--- src/rtl/edo_seq_pkg.sv ---
package edo_seq_pkg;

    localparam int ROW_W  = 12;
    localparam int COL_W  = 9;
    localparam int DATA_W = 8;
    localparam int ADDR_W = ROW_W + COL_W;
    localparam int PIN_W  = ROW_W;

    typedef enum logic [3:0] {
        ST_IDLE,
        ST_ROW,
        ST_ASU,
        ST_COL,
        ST_CP,
        ST_PAGE,
        ST_PRE,
        ST_REFC,
        ST_REFR
    } edo_state_e;

    typedef struct packed {
        logic              wr;
        logic [ROW_W-1:0]  row;
        logic [COL_W-1:0]  col;
        logic [DATA_W-1:0] wdata;
    } edo_req_t;

    // Round a nanosecond interval up to whole clock cycles, at least one.
    function automatic int ns2cyc(input int ns, input int clk_ns);
        int c;
        c = (ns + clk_ns - 1) / clk_ns;
        return (c < 1) ? 1 : c;
    endfunction

    function automatic int imax(input int a, input int b);
        return (a > b) ? a : b;
    endfunction

    // States in which the row strobe is held low.
    function automatic logic ras_low(input edo_state_e s);
        return (s == ST_ROW) || (s == ST_ASU) || (s == ST_COL) ||
               (s == ST_CP)  || (s == ST_PAGE) || (s == ST_REFR);
    endfunction

endpackage

--- src/rtl/edo_hold_ctr.sv ---
module edo_hold_ctr #(
    parameter int CNT_W = 4
) (
    input  logic             clk,
    input  logic             rst,
    input  logic             load,
    input  logic [CNT_W-1:0] load_val,
    output logic             done
);
    logic [CNT_W-1:0] cnt;

    always_ff @(posedge clk) begin
        if (rst)
            cnt <= '0;
        else if (load)
            cnt <= load_val;
        else if (cnt != '0)
            cnt <= cnt - 1'b1;
    end

    assign done = (cnt == '0);
endmodule

--- src/rtl/edo_win_ctr.sv ---
module edo_win_ctr #(
    parameter int CNT_W   = 8,
    parameter int LIMIT   = 95,
    parameter int MAX_RUN = 100
) (
    input  logic             clk,
    input  logic             rst,
    input  logic             low_next,
    output logic [CNT_W-1:0] count,
    output logic             expired
);
    always_ff @(posedge clk) begin
        if (rst)
            count <= '0;
        else if (!low_next)
            count <= '0;
        else if (count != {CNT_W{1'b1}})
            count <= count + 1'b1;
    end

    assign expired = (count >= CNT_W'(LIMIT));

    AST_WIN_BOUND: assert property (@(posedge clk) disable iff (rst)
        count <= CNT_W'(MAX_RUN));
endmodule

--- src/rtl/edo_addr_mux.sv ---
module edo_addr_mux
    import edo_seq_pkg::*;
(
    input  edo_state_e       st,
    input  logic [ROW_W-1:0] row,
    input  logic [COL_W-1:0] col,
    output logic [PIN_W-1:0] pins
);
    always_comb begin
        case (st)
            ST_ROW:                        pins = row;
            ST_ASU, ST_COL, ST_CP, ST_PAGE: pins = {{(PIN_W-COL_W){1'b0}}, col};
            default:                       pins = '0;
        endcase
    end
endmodule

--- src/rtl/edo_seq.sv ---
module edo_seq
    import edo_seq_pkg::*;
#(
    parameter int CLK_NS        = 8,
    parameter int T_RCD_NS      = 14,
    parameter int T_RAC_NS      = 50,
    parameter int T_CAS_NS      = 8,
    parameter int T_CAC_NS      = 13,
    parameter int T_CP_NS       = 8,
    parameter int T_HPC_NS      = 20,
    parameter int T_RP_NS       = 30,
    parameter int T_RAS_NS      = 50,
    parameter int T_RASP_MAX_NS = 100000
) (
    input  logic              clk,
    input  logic              rst,
    input  logic              req_valid,
    output logic              req_ready,
    input  logic              req_write,
    input  logic [20:0]       req_addr,
    input  logic [7:0]        req_wdata,
    output logic              rsp_valid,
    output logic [7:0]        rsp_rdata,
    input  logic              ref_req,
    output logic              ref_ack,
    output logic              dram_ras_n,
    output logic              dram_cas_n,
    output logic              dram_we_n,
    output logic              dram_oe_n,
    output logic [11:0]       dram_addr,
    output logic [7:0]        dram_dq_out,
    output logic              dram_dq_oe,
    input  logic [7:0]        dram_dq_in
);
    localparam int CAS_HOLD = imax(ns2cyc(T_CAS_NS, CLK_NS), ns2cyc(T_CAC_NS, CLK_NS));
    localparam int RCD_HOLD = imax(ns2cyc(T_RCD_NS, CLK_NS), ns2cyc(T_RAC_NS, CLK_NS) - CAS_HOLD);
    localparam int CP_HOLD  = imax(ns2cyc(T_CP_NS, CLK_NS), ns2cyc(T_HPC_NS, CLK_NS) - CAS_HOLD);
    localparam int RP_HOLD  = ns2cyc(T_RP_NS, CLK_NS);
    localparam int RAS_HOLD = ns2cyc(T_RAS_NS, CLK_NS);
    localparam int RASP_CYC = T_RASP_MAX_NS / CLK_NS;
    localparam int WIN_LIM  = RASP_CYC - (1 + CAS_HOLD + CP_HOLD) - 1;
    localparam int HOLD_MAX = imax(imax(RCD_HOLD, CAS_HOLD), imax(imax(CP_HOLD, RP_HOLD), RAS_HOLD));
    localparam int HOLD_W   = $clog2(HOLD_MAX + 1);
    localparam int WIN_W    = $clog2(RASP_CYC + 2);

    edo_state_e       state, nxt;
    edo_req_t         cur;
    logic             hold_done;
    logic [WIN_W-1:0] win_cnt;
    logic             win_expired;
    logic             row_match;
    logic             accept;
    logic             col_phase;

    function automatic int hold_of(input edo_state_e s);
        case (s)
            ST_ROW:  return RCD_HOLD;
            ST_COL:  return CAS_HOLD;
            ST_CP:   return CP_HOLD;
            ST_PRE:  return RP_HOLD;
            ST_REFR: return RAS_HOLD;
            default: return 1;
        endcase
    endfunction

    edo_hold_ctr #(.CNT_W(HOLD_W)) u_hold (
        .clk      (clk),
        .rst      (rst),
        .load     (nxt != state),
        .load_val (HOLD_W'(hold_of(nxt) - 1)),
        .done     (hold_done)
    );

    edo_win_ctr #(.CNT_W(WIN_W), .LIMIT(WIN_LIM), .MAX_RUN(RASP_CYC)) u_win (
        .clk      (clk),
        .rst      (rst),
        .low_next (ras_low(nxt)),
        .count    (win_cnt),
        .expired  (win_expired)
    );

    edo_addr_mux u_amux (
        .st   (state),
        .row  (cur.row),
        .col  (cur.col),
        .pins (dram_addr)
    );

    assign row_match = (req_addr[ADDR_W-1:COL_W] == cur.row);
    assign accept    = req_valid && req_ready;

    always_comb begin
        nxt       = state;
        req_ready = 1'b0;
        ref_ack   = 1'b0;
        case (state)
            ST_IDLE: begin
                if (ref_req) begin
                    ref_ack = 1'b1;
                    nxt     = ST_REFC;
                end else begin
                    req_ready = 1'b1;
                    if (req_valid) nxt = ST_ROW;
                end
            end
            ST_ROW:  if (hold_done) nxt = ST_ASU;
            ST_ASU:  nxt = ST_COL;
            ST_COL:  if (hold_done) nxt = ST_CP;
            ST_CP:   if (hold_done) nxt = ST_PAGE;
            ST_PAGE: begin
                req_ready = !ref_req && row_match && !win_expired;
                if (ref_req)
                    nxt = ST_PRE;
                else if (req_valid && req_ready)
                    nxt = ST_ASU;
                else if (req_valid || win_expired)
                    nxt = ST_PRE;
            end
            ST_PRE:  if (hold_done) nxt = ST_IDLE;
            ST_REFC: nxt = ST_REFR;
            ST_REFR: if (hold_done) nxt = ST_PRE;
            default: nxt = ST_IDLE;
        endcase
    end

    always_ff @(posedge clk) begin
        if (rst) begin
            state     <= ST_IDLE;
            cur       <= '0;
            rsp_valid <= 1'b0;
            rsp_rdata <= '0;
        end else begin
            state     <= nxt;
            rsp_valid <= 1'b0;
            if (accept) begin
                cur.wr    <= req_write;
                cur.row   <= req_addr[ADDR_W-1:COL_W];
                cur.col   <= req_addr[COL_W-1:0];
                cur.wdata <= req_wdata;
            end
            if (state == ST_COL && hold_done && !cur.wr) begin
                rsp_valid <= 1'b1;
                rsp_rdata <= dram_dq_in;
            end
        end
    end

    assign col_phase   = (state == ST_ASU) || (state == ST_COL);
    assign dram_ras_n  = !ras_low(state);
    assign dram_cas_n  = !((state == ST_COL) || (state == ST_REFC) || (state == ST_REFR));
    assign dram_we_n   = !(cur.wr && col_phase);
    assign dram_oe_n   = !(!cur.wr && col_phase);
    assign dram_dq_oe  = cur.wr && col_phase;
    assign dram_dq_out = cur.wdata;

    // Checker state: cycles the row strobe has been high so far.
    logic [15:0] a_hi_run;
    always_ff @(posedge clk) begin
        if (rst)
            a_hi_run <= 16'(RP_HOLD);
        else if (!dram_ras_n)
            a_hi_run <= '0;
        else if (a_hi_run != 16'hFFFF)
            a_hi_run <= a_hi_run + 1'b1;
    end

    AST_RAS_PRECHARGE: assert property (@(posedge clk) disable iff (rst)
        $fell(dram_ras_n) |-> (a_hi_run >= 16'(RP_HOLD)));
    AST_EARLY_WRITE: assert property (@(posedge clk) disable iff (rst)
        ($fell(dram_cas_n) && !dram_we_n) |-> ($past(dram_we_n) == 1'b0));
    AST_DQ_NO_CLASH: assert property (@(posedge clk) disable iff (rst)
        dram_dq_oe |-> dram_oe_n);
    AST_CBR_ORDER: assert property (@(posedge clk) disable iff (rst)
        ($fell(dram_ras_n) && !dram_cas_n) |-> (dram_we_n && ($past(dram_cas_n) == 1'b0)));
    AST_RSP_PULSE: assert property (@(posedge clk) disable iff (rst)
        rsp_valid |=> !rsp_valid);
    AST_REF_ONLY_IDLE: assert property (@(posedge clk) disable iff (rst)
        ref_ack |-> (dram_ras_n && dram_cas_n && !req_ready));
endmodule

--- config.mk ---
export PLATFORM = sky130hd
export DESIGN_NAME = edo_seq
export DESIGN_NICKNAME = d
export VERILOG_FILES = /design/src/rtl/edo_seq_pkg.sv /design/src/rtl/edo_hold_ctr.sv /design/src/rtl/edo_win_ctr.sv /design/src/rtl/edo_addr_mux.sv /design/src/rtl/edo_seq.sv
export SDC_FILE = /design/constraint.sdc
export NUM_CORES = 1
export LEC_CHECK = 0
export BUFFER_PORTS_ARGS = -buffer_cell sky130_fd_sc_hd__buf_4
export CORE_ASPECT_RATIO = 1.1
export CORE_MARGIN = 3
export CORE_UTILIZATION = 53
export CTS_CLUSTER_SIZE = 12
export DETAILED_ROUTE_END_ITERATION = 16
export PLACE_DENSITY = 0.8
export SLEW_MARGIN = 10
export SYNTH_ARGS = -nofsm -noshare
export SYNTH_HDL_FRONTEND = slang
export SYNTH_SLANG_ARGS = --single-unit
export TNS_END_PERCENT = 5
--- constraint.sdc ---
create_clock -name clk -period 2.9 [get_ports clk]
set_input_delay 0.29 -clock clk [delete_from_list [all_inputs] [get_ports clk]]
set_output_delay 0.29 -clock clk [all_outputs]
set_load 0.02 [all_outputs]
==> impl_metrics.toml, run 1 <==
[logic_synthesis]
synth_async_sr_flop_share = 0
ys_top_cells_by_count = "nor2_1 (68), dfxtp_1 (60), mux2i_1 (40), xor2_1 (14), xnor2_1 (11)"
synth-edff-count = 0
synth_area_leader_cell = "dfxtp_1"
yosys-top-cells-area = "dfxtp_1 (39%), mux2i_1 (13%), nor2_1 (8.2%)"
synth_top_area_frac = 0.386
netlist_area_um2 = 3110
synth.most_common_cell = "nor2_1"
syn_area_per_cell_um2 = 9.10
yosysWarnings = 0
syn_inst = 342
ys_ff_latch = 60
seq_area_frac_synth = 0.386
synth_flop_cell = "dfxtp_1"
syn_nets = 388
yosysUniqueCellTypes = 58

[drt]
dr.pass1.iters = 4
first_iter_violations = 243
wl_um = 7390
vias = 2722
vias_per_cell = 5.56
drc = 0
wl_per_cell_um = 15.1
ant_nets = 0

[final_layout]
fillers = 472
layout-drive-gt1-share = 0.280
postLayoutCoreUtil = 0.706
final_nets = 456
num_antenna_cells = 0
fin_cells = 490
area_growth_syn_to_layout_pct = 25.7

[floorplan]
die_height_um = 86.4
initial_core_util = 0.562
fp.dieW_um = 79.1
core_area_um2 = 5540
io_pins = 78
fp-row-count = 28
dieArea_um2 = 6830

[sta]
finalHoldViolCount = 0
fin_setup_tns_ns = 0
setup_ws_ns = 0.243
max_freq_mhz = 376
tightest_slew_ns = 0.719
slew_headroom = 0.519
fin_crit_sh = 0.916
final-setup-viol-count = 0
fin_crit_ns = 2.66
final-max-slew-violation-count = 0
skew_ns = 0.00639
rsz0062_at_grt = "no"

[worst_setup_path]
critical_path_buf_inv_count = 0
critPathMostFrequentCell = "ha_1"
path_delay_family = "simple AND/OR/NAND/NOR gates"
crit_arrival_ns = 2.91
crit_type = "register to register"
cp-end-kind = "register"
required_ns = 3.15
cp-start-kind = "register"
cp_cell_sequence = "ha_1 -> a311oi_2 -> o22ai_1 -> o21a_1 -> or3_1 -> xor2_1 -> nor2_1 -> ha_1 -> and3b_2 -> nor4_2"
crit_fanout = 4
critPathMaxStageDelay_ns = 0.40
crit_path_top_delay_cell = "or3_1"

[clock_tree]
holdBufCountCts = 0
clk_path_buf_depth = 2
clkSinkCount = 60
cts_tree = "built"
cts_made_buffers = 9
htreeDepth = 3
insertion_delay_ns = 0.34
cts_resized = 0
post_cts_buffers = 0
cts.reportedPaths.clkPinSlew_ns = 0.08
root_buffer = "clkbuf_8"

[global_route]
grt_pass1_vias = 2670
gr-total-overflow = 0
grt_first_pass_wirelength_um = 12100
grt_use_total = 0.226
antenna_found_initial = 0
grt_max_degree = 48

[worst_hold_path]
min_path_type = "input pin to register"

[job]
drv_cap = 0

[power]
report.power.total_uw = 3320
p_per_area_nw_per_um2 = 850
vdd_ir_drop_max_v = 0.000442
power_leakage_uw = 0.00182

[status]
outcome = "completed"

[placement]
io_buffers = 77
pre_cts_slack_ns = 0.246
place_hpwl_um = 5300
place_inst = 474
gp_congestion = 0.867
-- kinds of logic (layout without fill, tap and decap cells) --
family,count (synthesis),in the layout,synth area share
AO/OA/AOI/OAI,46,46,0.121
multiplexers,41,41,0.132
XOR/XNOR,25,25,0.0704
adder cells (fa/ha/maj),4,4,0.0161
AND/OR/NAND/NOR,132,132,0.220
flip-flops,60,60,0.386
buffers and inverters,34,107,0.0543
-- layout by cell type (no fill, tap or decap), types with 5 or more instances in the layout --
| master | n |
|---|---|
| buf_4 | 85 |
| nor2_1 | 68 |
| dfxtp_1 | 60 |
| mux2i_1 | 40 |
| xor2_1 | 14 |
| xnor2_1 | 11 |
| a22o_1 | 9 |
| nand2_1 | 9 |
| clkbuf_8 | 9 |
| nand3_1 | 7 |
| inv_1 | 6 |
| and3_1 | 6 |
| nor3_1 | 5 |
-- registers in the layout, summed over array words and instances, names as in the netlist --
name,count
cur,22
rsp_rdata,8
dram_dq_out,8
u_win.count,14
state,4
rsp_valid,1
u_hold.cnt,3
-- per-stage QoR --
step / hold WS [ns] / instance area, µm²
6_report: 0.178 / 3910
5_1_grt: 0.175 / 3910
4_1_cts: 0.164 / 3900
3_5_place_dp: 0.484 / 3700
3_3_place_gp: 0.475 / 3700
2_1_floorplan: 0.434 / 3110
-- layout make-up --
class | instances | area, µm² | area share
clock buffers | 9 | 124 | 0.0317
flip-flops and latches | 60 | 1200 | 0.307
clock inverters | 7 | 75.1 | 0.0192
inverters | 6 | 22.5 | 0.00576
well taps | 75 | 93.8 | 0.0240
multi-input cells | 248 | 1760 | 0.449
repair buffers | 85 | 638 | 0.163
-- worst register-to-register path, stage by stage (launching register included) --
cell	delay (ns)
dfxtp_1	0.35
ha_1	0.26
a311oi_2	0.31
o22ai_1	0.14
o21a_1	0.21
or3_1	0.40
xor2_1	0.21
nor2_1	0.12
ha_1	0.15
and3b_2	0.21
nor4_2	0.20
-- power by group --
group          internal [µW]  total [µW]  leakage (µW)  switching [µW]
Clock                    401         762      0.000104             362
Combinational            656        1510       0.00123             850
Sequential               933        1050      0.000487             122
Total                   1990        3320       0.00182            1330
-- path summary, 6_finish.rpt --
check | slack, ns | from | cells past startpoint | endpoint
worst min register to register | 0.50 | cur[13]$_SDFFE_PP0P_ | 2 | cur[13]$_SDFFE_PP0P_
worst min-delay path | 0.18 | dram_dq_in[3] | 3 | rsp_rdata[3]$_SDFFE_PP0P_
worst max register to register | 0.24 | u_win.count[0]$_SDFFE_PP0P_ | 10 | u_hold.cnt[2]$_SDFFE_PP0P_
worst max-delay path | 0.24 | u_win.count[0]$_SDFFE_PP0P_ | 10 | u_hold.cnt[2]$_SDFFE_PP0P_
-- metal layers --
layer,GRT usage,wire length (µm),vias to the layer above
li1,-,-,1338
met1,0.278,3140,1269
met2,0.353,3570,101
met3,0.0717,533,14
met4,0.117,146,0
met5,0,0,-
Note: power is estimated with default switching activity, not from simulation.
==> run 2, diff against run 1 <==
Settings changed: CORE_UTILIZATION 53 to 55, PLACE_DENSITY 0.8 to 0.81, SYNTH_HIERARCHICAL set to 1.
==> impl_metrics.toml, run 2 <==
[power]
power_leakage_uw = 0.00174
p_per_area_nw_per_um2 = 872
power.internal_uw = 2240
combPwrFrac = 0.544
p_seq_frac = 0.284
vdd_ir_drop_max_v = 0.000472
p_sw_frac = 0.414
netSwitchingPower_uw = 1580
pwr-share-clk = 0.172

[clock_tree]
cts.reportedPaths.clkPinSlew_ns = 0.06
cts_made_buffers = 9
clk_path_buf_depth = 2
post_cts_buffers = 0
holdBufCountCts = 0
insertion_delay_ns = 0.33
root_buffer = "clkbuf_8"
cts_tree = "built"
clkSinkCount = 60
htreeDepth = 3

[worst_setup_path]
critical_path_buf_inv_count = 0
crit_fanout = 8
reg2reg_slack_ns = 0.23
cp-start-kind = "register"
path_delay_family = "compound AO/OA/AOI/OAI gates"
r2r-start = "u_win/count[1]$_SDFFE_PP0P_"
r2r-end = "u_hold/cnt[0]$_SDFFE_PP0P_"
required_ns = 3.11
cp_cell_sequence = "ha_2 -> a31oi_4 -> a21o_1 -> a21oi_1 -> or2_4 -> o21bai_1 -> o21ai_0 -> mux2i_1 -> o31ai_1 -> nand2_2 -> nor2b_1 -> a2111oi_1"
cp-end-kind = "register"
crit_path_top_delay_cell = "dfxtp_2"
crit_type = "register to register"
r2r_cells = 12
critPathMaxStageDelay_ns = 0.32
crit_arrival_ns = 2.88

[drt]
dr.pass1.iters = 4
first_iter_violations = 231
vias_per_cell = 6.06
drc = 0
wl_per_cell_um = 15.1
vias = 3488
ant_nets = 0
wl_um = 8720

[final_layout]
largest_register = "cur"
layout-drive-gt1-share = 0.296
num_antenna_cells = 0
final_nets = 538
area_growth_syn_to_layout_pct = 21.9
final_cell_mix = "buf_4 (91), dfxtp_1 (59), a21oi_1 (48)"
largest_reg_flops = 22
fin_cells = 576
final_common_cell = "buf_4"
fin_area_um2 = 4380
top_regs = "cur (22), u_win/count (14)"

[sta]
finalHoldViolCount = 0
final-max-slew-violation-count = 0
final-setup-viol-count = 0
max_freq_mhz = 374
tightest_slew_ns = 0.992
slew_headroom = 0.333
skew_ns = 0.00640
fin_crit_ns = 2.67
fin_crit_sh = 0.921

[placement]
place_inst = 561
io_buffers = 77
gp_congestion = 0.844
dpl_cell_area_um2 = 4160
place_hpwl_um = 6120

[logic_synthesis]
yosysUniqueCellTypes = 70
syn_area_per_cell_um2 = 8.38
syn_nets = 475
yosys-top-cells-area = "dfxtp_1 (33%), a21oi_1 (6.7%), nand3_1 (5.1%)"
synth_top_area_frac = 0.334
netlist_area_um2 = 3600
ys_ff_latch = 60
syn_inst = 429
synth_area_leader_cell = "dfxtp_1"
synth_flop_cell = "dfxtp_1"
synth-edff-count = 0
synth_async_sr_flop_share = 0
ys_top_cells_by_count = "dfxtp_1 (60), a21oi_1 (48), nand3_1 (37), o21ai_0 (36), nor2_1 (27)"
yosysWarnings = 6
seq_area_frac_synth = 0.334
synth.most_common_cell = "dfxtp_1"

[global_route]
grt_use_total = 0.231
gr-total-overflow = 0
antenna_found_initial = 0
grt_pass1_vias = 3325
grt_first_pass_wirelength_um = 14800
grt_max_degree = 49

[floorplan]
initial_core_util = 0.574
io_pins = 78
die_height_um = 90.8
fp-row-count = 30
core_area_um2 = 6270
fp.dieW_um = 83.1
dieArea_um2 = 7550

[worst_hold_path]
min_path_type = "input pin to register"
whs_endpoint = "rsp_rdata[4]$_SDFFE_PP0P_"
holdCritStartpoint = "dram_dq_in[4]"
whs_path_depth = 3

[job]
drv_cap = 0

[status]
outcome = "completed"
==> run 2: cell count changes after synthesis, sizes merged, moves of 11 or more <==
cell	delta
nand2b	+11
mux2i	-31
nor2	-42
a21oi	+44
nand3	+30
o21ai	+35
==> run 2: power groups by stage <==
stage | combinational [µW] | sequential [µW] | clock, µW
6_report | 2080 | 1080 | 658
3_3_place_gp | 1970 | 1090 | 0
2_1_floorplan | 1540 | 1040 | 0
4_1_cts | 2020 | 1080 | 673
3_5_place_dp | 2010 | 1090 | 0
5_1_grt | 2290 | 1100 | 719
==> run 2: cells by family after synthesis <==
kind of cell	Yosys count	share of synthesized area
compound gates	127	0.233
xor+xnor	16	0.0390
fa+ha+maj	4	0.0139
buf+inv	54	0.0835
flops	60	0.334
mux	9	0.0251
simple gates	159	0.271
==> run 2: layout make-up <==
| cell class | count | area (µm²) |
|---|---|---|
| timing repair buffer | 93 | 714 |
| inverter | 13 | 48.8 |
| clock inverter | 2 | 10.0 |
| multi-input combinational | 315 | 2150 |
| clock buffer | 13 | 159 |
| fill | 525 | 1890 |
| tap | 80 | 100 |
| sequential | 60 | 1200 |
==> run 2: worst register-to-register path: stages (launching register included) <==
cell and delay [ns]:
dfxtp_2 0.32, ha_2 0.19, a31oi_4 0.18, a21o_1 0.15, a21oi_1 0.08, or2_4 0.27
o21bai_1 0.17, o21ai_0 0.16, mux2i_1 0.15, o31ai_1 0.25, nand2_2 0.15, nor2b_1 0.16
a2111oi_1 0.32
==> run 2: how the worst max path moves through the flow <==
| stage | startpoint | end | slack (ns) | depth (start not counted) |
|---|---|---|---|---|
| 5_1_grt | u_win/count[1]$_SDFFE_PP0P_ | u_hold/cnt[0]$_SDFFE_PP0P_ | -0.006 | 12 |
| 2_1_floorplan | u_win/count[0]$_SDFFE_PP0P_ | u_hold/cnt[1]$_SDFFE_PP0P_ | 0.06 | 14 |
| 3_3_place_gp | u_win/count[0]$_SDFFE_PP0P_ | u_hold/cnt[1]$_SDFFE_PP0P_ | 0.07 | 14 |
| 4_1_cts | u_win/count[0]$_SDFFE_PP0P_ | u_hold/cnt[1]$_SDFFE_PP0P_ | 0.03 | 14 |
| 6_report | u_win/count[1]$_SDFFE_PP0P_ | u_hold/cnt[0]$_SDFFE_PP0P_ | 0.23 | 12 |
| 3_5_place_dp | u_win/count[0]$_SDFFE_PP0P_ | u_hold/cnt[1]$_SDFFE_PP0P_ | -0.06 | 14 |
==> run 2: routing by layer <==
layer	share of wire	global-route usage
met5	0	0
met4	0.017	0.101
met3	0.067	0.0630
met2	0.50	0.380
met1	0.41	0.282
==> run 2: stage by stage <==
step / power [µW] / setup TNS [ns] / hold slack (ns) / setup WS (ns) / util
after detailed placement: 3100 / -0.0696 / 0.470 / -0.0587 / 0.663
final: 3820 / 0 / 0.197 / 0.229 / 0.699
after global placement: 3060 / 0 / 0.461 / 0.0677 / 0.663
after global routing: 4110 / -0.00603 / 0.207 / -0.00603 / 0.699
after floorplan: 2580 / 0 / 0.358 / 0.0554 / -
after CTS: 3770 / 0 / 0.187 / 0.0262 / 0.691
==> run 2: timing repair <==
item                       CTS  global route
hold endpoints to repair     0             0
gates resized for setup      2            11
setup endpoints to repair    4            17
pin swaps                    2            10
==> run 3, diff against run 2 <==
Settings changed: CORE_UTILIZATION 55 to 50, PLACE_DENSITY 0.81 to 0.77.
Clock period 2.9 ns to 2.4 ns, I/O delays scaled along.
==> impl_metrics.toml, run 3 (synthesis gave the netlist of run 2 again) <==
[sta]
fin_setup_tns_ns = -2.41
final-setup-viol-count = 18
setup_ws_ns = -0.236
skew_ns = 0.00932
slew_headroom = 0.649
fin_crit_sh = 1.10
final-max-slew-violation-count = 0
max_freq_mhz = 379
fin_crit_ns = 2.64
whs_ns = 0.131
rsz0062_at_grt = "yes"
tightest_slew_ns = 0.527
finalHoldViolCount = 0

[power]
pwr-share-clk = 0.206
netSwitchingPower_uw = 2080
vdd_ir_drop_max_v = 0.000706
power_leakage_uw = 0.00197
p_sw_frac = 0.388
p_seq_frac = 0.243
p_per_area_nw_per_um2 = 1130
power.internal_uw = 3280
combPwrFrac = 0.551

[global_route]
antenna_found_initial = 0
grt_use_total = 0.238
gr-total-overflow = 0
grt_max_degree = 49
grt_pass1_vias = 3480
grt_first_pass_wirelength_um = 16000

[clock_tree]
cts.reportedPaths.clkPinSlew_ns = 0.07
htreeDepth = 3
insertion_delay_ns = 0.34
cts_made_buffers = 9
clkSinkCount = 60
clk_path_buf_depth = 2
cts_tree = "built"
root_buffer = "clkbuf_8"

[final_layout]
fin_area_um2 = 4770
final_cell_mix = "buf_4 (131), dfxtp_1 (58), a21oi_1 (48)"
fin_cells = 619
final_nets = 578
fillers = 537
top_regs = "cur (22), u_win/count (14)"
num_antenna_cells = 0
area_growth_syn_to_layout_pct = 32.6
final_common_cell = "buf_4"
largest_reg_flops = 22
layout-drive-gt1-share = 0.356
largest_register = "cur"

[placement]
dpl_cell_area_um2 = 4430
place_inst = 594
pre_cts_slack_ns = -0.246
place_hpwl_um = 6820
gp_congestion = 0.899
io_buffers = 77

[worst_setup_path]
crit_type = "register to register"
crit_arrival_ns = 2.84
reg2reg_slack_ns = -0.24
r2r-start = "u_win/count[0]$_SDFFE_PP0P_"
cp_cell_sequence = "ha_4 -> a31oi_4 -> a21o_1 -> a21oi_1 -> or2_4 -> nor4_1 -> and4_1 -> o21a_2 -> buf_4 -> buf_4 -> buf_4 -> o221ai_2 -> xor2_1 -> nor2b_1 -> a311oi_2"
crit_path_top_delay_cell = "dfxtp_4"
cp-start-kind = "register"
r2r-end = "u_hold/cnt[2]$_SDFFE_PP0P_"
path_delay_family = "simple AND/OR/NAND/NOR gates"
critPathMostFrequentCell = "buf_4"
cp-end-kind = "register"
crit_fanout = 4
r2r_cells = 15
critPathMaxStageDelay_ns = 0.35
required_ns = 2.60
critical_path_buf_inv_count = 3

[worst_hold_path]
whs_path_depth = 3
holdCritStartpoint = "dram_dq_in[3]"
min_path_type = "input pin to register"
whs_endpoint = "rsp_rdata[3]$_SDFFE_PP0P_"

[drt]
wl_per_cell_um = 15.5
vias = 3643
wl_met2_um = 4650
ant_nets = 0
route.met3.wl_um = 827
wl_um = 9610
met1_length_um = 4040
dr.pass1.iters = 5
top_layer_used = "met4"
vias_per_cell = 5.89
first_iter_violations = 250
drc = 0

[floorplan]
io_pins = 78
fp-row-count = 31
die_height_um = 94.9
fp.dieW_um = 86.9
initial_core_util = 0.530
core_area_um2 = 6790
dieArea_um2 = 8250

[status]
violations = "negative setup slack"
outcome = "finished, violations left"

[job]
drv_cap = 0
-- run 3: changes by cell type in the layout (fill, tap and decap cells not counted), moves of 2 or more --
cell,delta
buf_4,+40
bufinv_16,+2
o21ai_1,+2
o21ai_0,-2
-- run 3: worst max path at each step --
stage,start,to,cells past startpoint
6_report,u_win/count[0]$_SDFFE_PP0P_,u_hold/cnt[2]$_SDFFE_PP0P_,15
5_1_grt,u_win/count[0]$_SDFFE_PP0P_,u_win/count[2]$_SDFFE_PP0P_,15
4_1_cts,u_win/count[0]$_SDFFE_PP0P_,u_hold/cnt[2]$_SDFFE_PP0P_,14
3_5_place_dp,u_win/count[0]$_SDFFE_PP0P_,u_hold/cnt[2]$_SDFFE_PP0P_,14
3_3_place_gp,u_win/count[0]$_SDFFE_PP0P_,u_hold/cnt[2]$_SDFFE_PP0P_,14
2_1_floorplan,u_win/count[0]$_SDFFE_PP0P_,u_hold/cnt[2]$_SDFFE_PP0P_,14
-- run 3: worst reg2reg max path: cells and delay by family, from the launching register on --
family | cells | cell delay, ns
compound gates | 6 | 0.67
xor+xnor | 1 | 0.18
simple gates | 4 | 0.83
buf+inv | 3 | 0.31
fa+ha+maj | 1 | 0.16
flops | 1 | 0.35
-- run 3: metal layers --
| metal | global-route usage | vias up |
|---|---|---|
| met5 | 0 | - |
| met3 | 0.0454 | 8 |
| li1 | - | 1763 |
| met2 | 0.389 | 147 |
| met4 | 0.0883 | 0 |
| met1 | 0.310 | 1725 |
-- run 3: layout make-up --
type | count | area, µm² | share of cell area
clock buffers | 13 | 180 | 0.0378
clock inverters | 3 | 65.1 | 0.0136
flip-flops and latches | 60 | 1210 | 0.253
multi-input cells | 315 | 2150 | 0.451
repair buffers | 133 | 1010 | 0.213
well taps | 82 | 103 | 0.0215
inverters | 13 | 51.3 | 0.0108
-- run 3: repair_timing --
| action | in CTS | in global routing |
|---|---|---|
| hold buffers | 0 | 0 |
| endpoints found under the setup margin | 17 | 26 |
| buffers inserted | 5 | 4 |
| gates cloned | 0 | 0 |
| resized for setup | 4 | 8 |
| pin swaps | 12 | 6 |
-- run 3: power groups by stage --
stage          clock network (µW)  registers [µW]  logic [µW]
6_report                     1110            1300        2960
5_1_grt                      1160            1320        3230
4_1_cts                      1120            1300        2840
3_5_place_dp                    0            1320        2730
3_3_place_gp                    0            1310        2640
2_1_floorplan                   0            1270        1870
-- run 3: per-stage QoR --
step | power (µW) | util
global route | 5720 | 0.703
floorplan | 3150 | -
global placement | 3940 | 0.652
CTS | 5260 | 0.695
finish | 5370 | 0.703
detailed placement | 4050 | 0.652
